`config.mk`:
```
export PLATFORM = sky130hd
export DESIGN_NAME = serial_dec_adder
export DESIGN_NICKNAME = d
export VERILOG_FILES = /design/src/rtl/sda_pkg.sv /design/src/rtl/sda_digit_add.sv /design/src/rtl/sda_store.sv /design/src/rtl/serial_dec_adder.sv
export SDC_FILE = /design/constraint.sdc
export NUM_CORES = 1
export LEC_CHECK = 0
export ABC_AREA = 1
export BUFFER_PORTS_ARGS = -buffer_cell sky130_fd_sc_hd__buf_4
export CORE_MARGIN = 5
export CORE_UTILIZATION = 55
export CTS_BUF_LIST = sky130_fd_sc_hd__clkbuf_4
export CTS_CLUSTER_SIZE = 12
export DETAILED_ROUTE_END_ITERATION = 6
export PLACE_DENSITY = 0.72
export SLEW_MARGIN = 20
export SYNTH_ARGS = -nofsm -noshare
export SYNTH_HDL_FRONTEND = slang
export SYNTH_SLANG_ARGS = --single-unit
```
`constraint.sdc`:
```
create_clock -name clk -period 5.6 [get_ports clk]
set_clock_uncertainty 0.15 [all_clocks]
set_input_delay 0.28 -clock clk [delete_from_list [all_inputs] [get_ports clk]]
set_output_delay 0.28 -clock clk [all_outputs]
set_load 0.05 [all_outputs]
```
`src/rtl/sda_pkg.sv`:
```
package sda_pkg;
    localparam int DIG_W  = 4;
    localparam int CHAR_W = DIG_W + 1;

    typedef struct packed {
        logic             neg;
        logic [DIG_W-1:0] dig;
    } sda_char_t;

    typedef enum logic [2:0] {
        ST_IDLE,
        ST_ADD,
        ST_RECOMP,
        ST_SIGN,
        ST_DONE
    } sda_state_e;
endpackage

```
`src/rtl/sda_digit_add.sv`:
```
module sda_digit_add
    import sda_pkg::*;
(
    input  logic [DIG_W-1:0] a,
    input  logic [DIG_W-1:0] b,
    input  logic             cin,
    output logic [DIG_W-1:0] s,
    output logic             cout
);
    logic [DIG_W:0] raw;

    always_comb begin
        raw  = {1'b0, a} + {1'b0, b} + {{DIG_W{1'b0}}, cin};
        cout = (raw > 5'd9);
        s    = cout ? DIG_W'(raw - 5'd10) : raw[DIG_W-1:0];
    end
endmodule

```
`src/rtl/sda_store.sv`:
```
module sda_store
    import sda_pkg::*;
#(
    parameter int DEPTH = 32,
    localparam int AW = $clog2(DEPTH)
) (
    input  logic            clk,
    input  logic            rst_n,
    input  logic            we,
    input  logic [AW-1:0]   waddr,
    input  sda_char_t       wdata,
    input  logic [AW-1:0]   raddr_a,
    output sda_char_t       rdata_a,
    input  logic [AW-1:0]   raddr_b,
    output sda_char_t       rdata_b,
    input  logic [AW-1:0]   raddr_c,
    output sda_char_t       rdata_c
);
    sda_char_t cells [DEPTH];

    always_ff @(posedge clk or negedge rst_n) begin
        if (!rst_n) begin
            for (int i = 0; i < DEPTH; i++) cells[i] <= '0;
        end else if (we) begin
            cells[waddr] <= wdata;
        end
    end

    assign rdata_a = cells[raddr_a];
    assign rdata_b = cells[raddr_b];
    assign rdata_c = cells[raddr_c];
endmodule

```
`src/rtl/serial_dec_adder.sv`:
```
module serial_dec_adder
    import sda_pkg::*;
#(
    parameter int DEPTH = 32,
    localparam int AW = $clog2(DEPTH),
    localparam int LW = AW + 1
) (
    input  logic          clk,
    input  logic          rst_n,
    input  logic          start,
    input  logic          sub,
    input  logic          alg,
    input  logic          no_recomp,
    input  logic [AW-1:0] op1_first,
    input  logic [AW-1:0] op1_last,
    input  logic [AW-1:0] op2_first,
    input  logic [AW-1:0] op2_last,
    input  logic          host_we,
    input  logic [AW-1:0] host_waddr,
    input  logic [4:0]    host_wdata,
    input  logic [AW-1:0] host_raddr,
    output logic [4:0]    host_rdata,
    output logic          busy,
    output logic          done,
    output logic          neg,
    output logic          ovf
);
    sda_state_e state_q, state_d;

    logic [AW-1:0] k_q, lsl1_q, lsl2_q;
    logic [LW-1:0] len1_q, len2_q;
    logic          carry_q, cmpl_q, s2_q, norc_q, neg_q, ovf_q;

    logic [AW-1:0] addr1, addr2, st_waddr;
    sda_char_t     rd1, rd2, rdh, st_wdata;
    logic          st_we;
    logic [3:0]    op1_dig, add_a, add_b, sum_dig;
    logic          add_cin, add_cout, last_dig, go;
    logic          sa_start, sb_start;

    // Operand addressing: walk downward from the least significant location
    assign addr1    = (state_q == ST_IDLE) ? op1_last : lsl1_q - k_q;
    assign addr2    = (state_q == ST_IDLE) ? op2_last : lsl2_q - k_q;
    assign last_dig = ({1'b0, k_q} == len2_q - LW'(1));
    assign go       = start && (state_q == ST_IDLE);

    // Effective signs at the moment of start
    assign sb_start = alg & rd2.neg;
    assign sa_start = (alg & rd1.neg) ^ sub;

    always_comb begin
        op1_dig = ({1'b0, k_q} < len1_q) ? rd1.dig : 4'd0;
        if (state_q == ST_RECOMP) begin
            add_a = 4'd9 - rd2.dig;
            add_b = 4'd0;
        end else begin
            add_a = cmpl_q ? 4'd9 - op1_dig : op1_dig;
            add_b = rd2.dig;
        end
        add_cin = carry_q;
    end

    sda_digit_add u_add (
        .a    (add_a),
        .b    (add_b),
        .cin  (add_cin),
        .s    (sum_dig),
        .cout (add_cout)
    );

    // Store write port: host while idle, engine otherwise
    always_comb begin
        st_we    = 1'b0;
        st_waddr = host_waddr;
        st_wdata = sda_char_t'(host_wdata);
        unique case (state_q)
            ST_IDLE: st_we = host_we;
            ST_ADD, ST_RECOMP: begin
                st_we    = 1'b1;
                st_waddr = addr2;
                st_wdata = '{neg: 1'b0, dig: sum_dig};
            end
            ST_SIGN: begin
                st_we    = 1'b1;
                st_waddr = addr2;
                st_wdata = '{neg: neg_q, dig: rd2.dig};
            end
            ST_DONE: st_we = 1'b0;
        endcase
    end

    sda_store #(.DEPTH(DEPTH)) u_store (
        .clk     (clk),
        .rst_n   (rst_n),
        .we      (st_we),
        .waddr   (st_waddr),
        .wdata   (st_wdata),
        .raddr_a (addr1),
        .rdata_a (rd1),
        .raddr_b (addr2),
        .rdata_b (rd2),
        .raddr_c (host_raddr),
        .rdata_c (rdh)
    );

    // State register
    always_ff @(posedge clk or negedge rst_n) begin
        if (!rst_n) state_q <= ST_IDLE;
        else        state_q <= state_d;
    end

    // Next state
    always_comb begin
        state_d = state_q;
        unique case (state_q)
            ST_IDLE:   if (start) state_d = ST_ADD;
            ST_ADD:    if (last_dig)
                           state_d = (cmpl_q && !add_cout && !norc_q) ? ST_RECOMP : ST_SIGN;
            ST_RECOMP: if (last_dig) state_d = ST_SIGN;
            ST_SIGN:   state_d = ST_DONE;
            ST_DONE:   state_d = ST_IDLE;
        endcase
    end

    // Datapath registers
    always_ff @(posedge clk or negedge rst_n) begin
        if (!rst_n) begin
            k_q <= '0; lsl1_q <= '0; lsl2_q <= '0;
            len1_q <= '0; len2_q <= '0;
            carry_q <= 1'b0; cmpl_q <= 1'b0; s2_q <= 1'b0;
            norc_q <= 1'b0; neg_q <= 1'b0; ovf_q <= 1'b0;
        end else begin
            unique case (state_q)
                ST_IDLE: if (go) begin
                    lsl1_q  <= op1_last;
                    lsl2_q  <= op2_last;
                    len1_q  <= {1'b0, op1_last} - {1'b0, op1_first} + LW'(1);
                    len2_q  <= {1'b0, op2_last} - {1'b0, op2_first} + LW'(1);
                    k_q     <= '0;
                    cmpl_q  <= sa_start ^ sb_start;
                    carry_q <= sa_start ^ sb_start;
                    s2_q    <= sb_start;
                    norc_q  <= no_recomp;
                    ovf_q   <= 1'b0;
                    neg_q   <= 1'b0;
                end
                ST_ADD: begin
                    carry_q <= add_cout;
                    if (last_dig) begin
                        k_q   <= '0;
                        ovf_q <= !cmpl_q && add_cout;
                        neg_q <= (cmpl_q && !add_cout) ? !s2_q : s2_q;
                        if (cmpl_q && !add_cout && !norc_q) carry_q <= 1'b1;
                    end else begin
                        k_q <= k_q + AW'(1);
                    end
                end
                ST_RECOMP: begin
                    carry_q <= add_cout;
                    k_q     <= last_dig ? '0 : k_q + AW'(1);
                end
                ST_SIGN, ST_DONE: ;
            endcase
        end
    end

    // Outputs
    always_comb begin
        busy       = (state_q != ST_IDLE);
        done       = (state_q == ST_DONE);
        neg        = neg_q;
        ovf        = ovf_q;
        host_rdata = rdh;
    end
endmodule

```
==> impl_metrics.json <==
{
  "post_synth_xor_area_fraction_pct": 1.632,
  "muxShareOfSynthArea_pct": 0.2869,
  "wl_per_cell_microns": 20.86,
  "reg2reg_depth": 26,
  "area_growth_syn_to_layout_pct": 8.536,
  "holdCritPathClass": "in2reg",
  "drc": 0,
  "grt_pass1_wl_microns": 76180,
  "yosys_register_bits": 196,
  "regToRegEndpoint": "u_store.cells[122]$_DFFE_PN0P_",
  "synth_top_family_by_area": "simple AND/OR/NAND/NOR gates",
  "hpwl_microns": 33340,
  "place.port_buffers": 50,
  "register_area_sq_um": 4907,
  "yosysSeqAreaShare_pct": 35.15,
  "ios": 51,
  "startpoint_type": "flip-flop",
  "critical_path_class": "reg2reg",
  "syn_nets": 2104,
  "root_buffer": "clkbuf_4",
  "crit_arrival_ns": 5.77,
  "cts_buffer_depth": 2,
  "syn_area_sq_um": 13950,
  "final_hold_viol_count": 0,
  "antenna_left": 0,
  "cp.required_ns": 5.99,
  "fin_crit_ns": 5.377,
  "clock_sinks": 196,
  "final-max-slew-violation-count": 0,
  "drtIter0Drc": 2381,
  "clk_pin_slew_ns": 0.20,
  "ys_warn_count": 0,
  "routed_wl_microns": 49660,
  "dp_slack_ns": 0.1961,
  "fp.dieArea_sq_um": 28660,
  "finalWorstSetupSlack_ns": 0.2229,
  "rrSetupSlack_ns": 0.22,
  "fin_setup_tns_ns": 0,
  "rows": 58,
  "h-tree-depth": 4,
  "dr_total_vias": 14650,
  "coreArea_sq_um": 25110,
  "drive_above_1_share_pct": 10.79,
  "overflow": 0,
  "whs_path_depth": 5,
  "slew_headroom_pct": 38.42,
  "fillers": 2369,
  "critPathSlowestCell": "dfrtp_2",
  "r2r-start": "k_q[0]$_DFFE_PN0P_",
  "synth_compound_area_share_pct": 20.55,
  "synth.distinct_cells": 45,
  "setup_viol": 0,
  "multi_input_area_sq_um": 7681,
  "async_flop_share_pct": 100.0,
  "synth-edff-count": 0,
  "cpPeakStageDelay_ns": 0.49,
  "crit_start": "k_q[0]$_DFFE_PN0P_",
  "worst_pin_slew_ns": 0.9180,
  "numCtsBuffers": 17,
  "synth_flop_cell": "dfrtp_1",
  "nNetsFinal": 2122,
  "synth_cells": 2018,
  "post-route-period-util_pct": 96.02,
  "grt_max_degree": 116,
  "status": "finished, final reports clean",
  "synth.avg_cell_area_sq_um": 6.914,
  "worstPathMaxFanout": 32,
  "chipWidth_microns": 169.3,
  "cts_tree": "built",
  "critPathMostFrequentCell": "nand2_1",
  "antenna_found_initial": 1,
  "vias_per_cell": 6.152,
  "drtPass1Iterations": 6,
  "crit_path_end": "u_store.cells[122]$_DFFE_PN0P_",
  "max_cap_violations": 0,
  "max_freq_ghz": 0.1860,
  "grt_pass1_vias": 13580,
  "grt_usage_pct": 33.85,
  "clock_latency_ns": 0.64,
  "yosys.area_share.adder_pct": 4.268,
  "fp.dieH_microns": 169.3,
  "place_congestion": 1.007,
  "start_util_pct": 55.57,
  "crit_path_end_kind": "flip-flop",
  "synthSimpleGateAreaFrac_pct": 27.89
}
## final cells by class
class,instances,area share (%)
Multi-Input combinational cell,1490,50.72
Sequential cell,196,32.40
Timing Repair Buffer,107,6.742
Inverter,224,5.610
Tap cell,330,2.726
Clock inverter,15,0.9253
Clock buffer,17,0.8427
Antenna cell,2,0.03305
## synthesized netlist by cell type, types with 6 or more instances
cell | count | area share (%)
o21ai_2 | 8 | 0.50
inv_2 | 34 | 0.91
nor2_1 | 69 | 1.9
buf_4 | 19 | 1.0
nand2_1 | 569 | 15
nand3_1 | 217 | 7.8
xnor2_1 | 12 | 0.75
ha_1 | 38 | 3.4
o211ai_1 | 98 | 5.3
xor2_1 | 14 | 0.88
nand2_2 | 8 | 0.36
buf_2 | 42 | 1.5
o21ai_0 | 212 | 7.6
clkbuf_1 | 40 | 1.1
dfrtp_1 | 196 | 35
fa_1 | 6 | 0.86
nor2_2 | 26 | 1.2
o21ai_1 | 70 | 2.5
inv_1 | 186 | 5.0
a31oi_1 | 10 | 0.45
buf_6 | 6 | 0.48
a21oi_1 | 86 | 3.1
## sequential cells by signal, indices dropped and copies added (netlist names)
signal,flops
u_store.cells,160
len1_q,6
len2_q,6
k_q,5
lsl1_q,5
lsl2_q,5
state_q,3
add_cin,1
cmpl_q,1
neg,1
norc_q,1
ovf,1
s2_q,1
## cell usage in the layout, fill, tap and decap left out, types with 31 or more instances in the layout
cell / count
a21oi_1: 86
buf_4: 73
dfrtp_1: 194
ha_1: 38
inv_1: 186
inv_2: 31
nand2_1: 569
nand3_1: 217
nor2_1: 69
o211ai_1: 98
o21ai_0: 210
o21ai_1: 70
## critical path, delay by kind of cell (launching register included)
family                   cells  cell delay (ns)
XOR/XNOR                     1             0.15
buffers and inverters        2             0.50
flip-flops                   1             0.49
AND/OR/NAND/NOR              7             0.86
adder cells (fa/ha/maj)      4             1.33
AO/OA/AOI/OAI               12             1.76
## cell families (layout without fill, tap and decap cells)
group | count (synthesis) | count (layout)
AO/OA/AOI/OAI | 503 | 503
AND/OR/NAND/NOR | 913 | 913
other | 0 | 2
buffers and inverters | 332 | 363
XOR/XNOR | 26 | 26
flip-flops | 196 | 196
adder cells (fa/ha/maj) | 44 | 44
multiplexers | 4 | 4
## per-stage QoR
step | instance area (sq um) | util (%) | instances | hold WS (ns)
2_1_floorplan | 13950 | - | 2018 | -0.1656
3_3_place_gp | 14610 | 58.17 | 2327 | 0.2094
3_5_place_dp | 14610 | 58.17 | 2327 | 0.2120
4_1_cts | 15050 | 59.95 | 2377 | 0.00007500
5_1_grt | 15140 | 60.31 | 2381 | 0.02358
6_report | 15140 | 60.31 | 2381 | 0.003583
## worst min-delay path by stage
stage / startpoint / to
4_1_cts: op1_first[4] / len1_q[5]$_DFFE_PN0P_
3_3_place_gp: rst_n / u_store.cells[70]$_DFFE_PN0P_
5_1_grt: op1_first[4] / len1_q[5]$_DFFE_PN0P_
6_report: op1_first[4] / len1_q[5]$_DFFE_PN0P_
2_1_floorplan: rst_n / add_cin$_DFFE_PN0P_
3_5_place_dp: rst_n / u_store.cells[60]$_DFFE_PN0P_
## routing by layer
layer  global-route usage [%]  share of wire, %  vias up
li1                         -                 -     6738
met1                    46.94                40     6669
met2                    50.55                43     1049
met3                    7.734                12      192
met4                    15.68               4.9        0
met5                        0                 0        -
## what timing repair did
action / CTS / global route
hold endpoints to repair: 103 / 0
hold buffers: 18 / 0
resized for setup: 0 / 15
buffers inserted: 0 / 1
setup endpoints to repair: 0 / 64
Power is left out: the tool's default activity adds up to more than one toggle a clock period on the data nets, which glitch-free logic cannot reach.
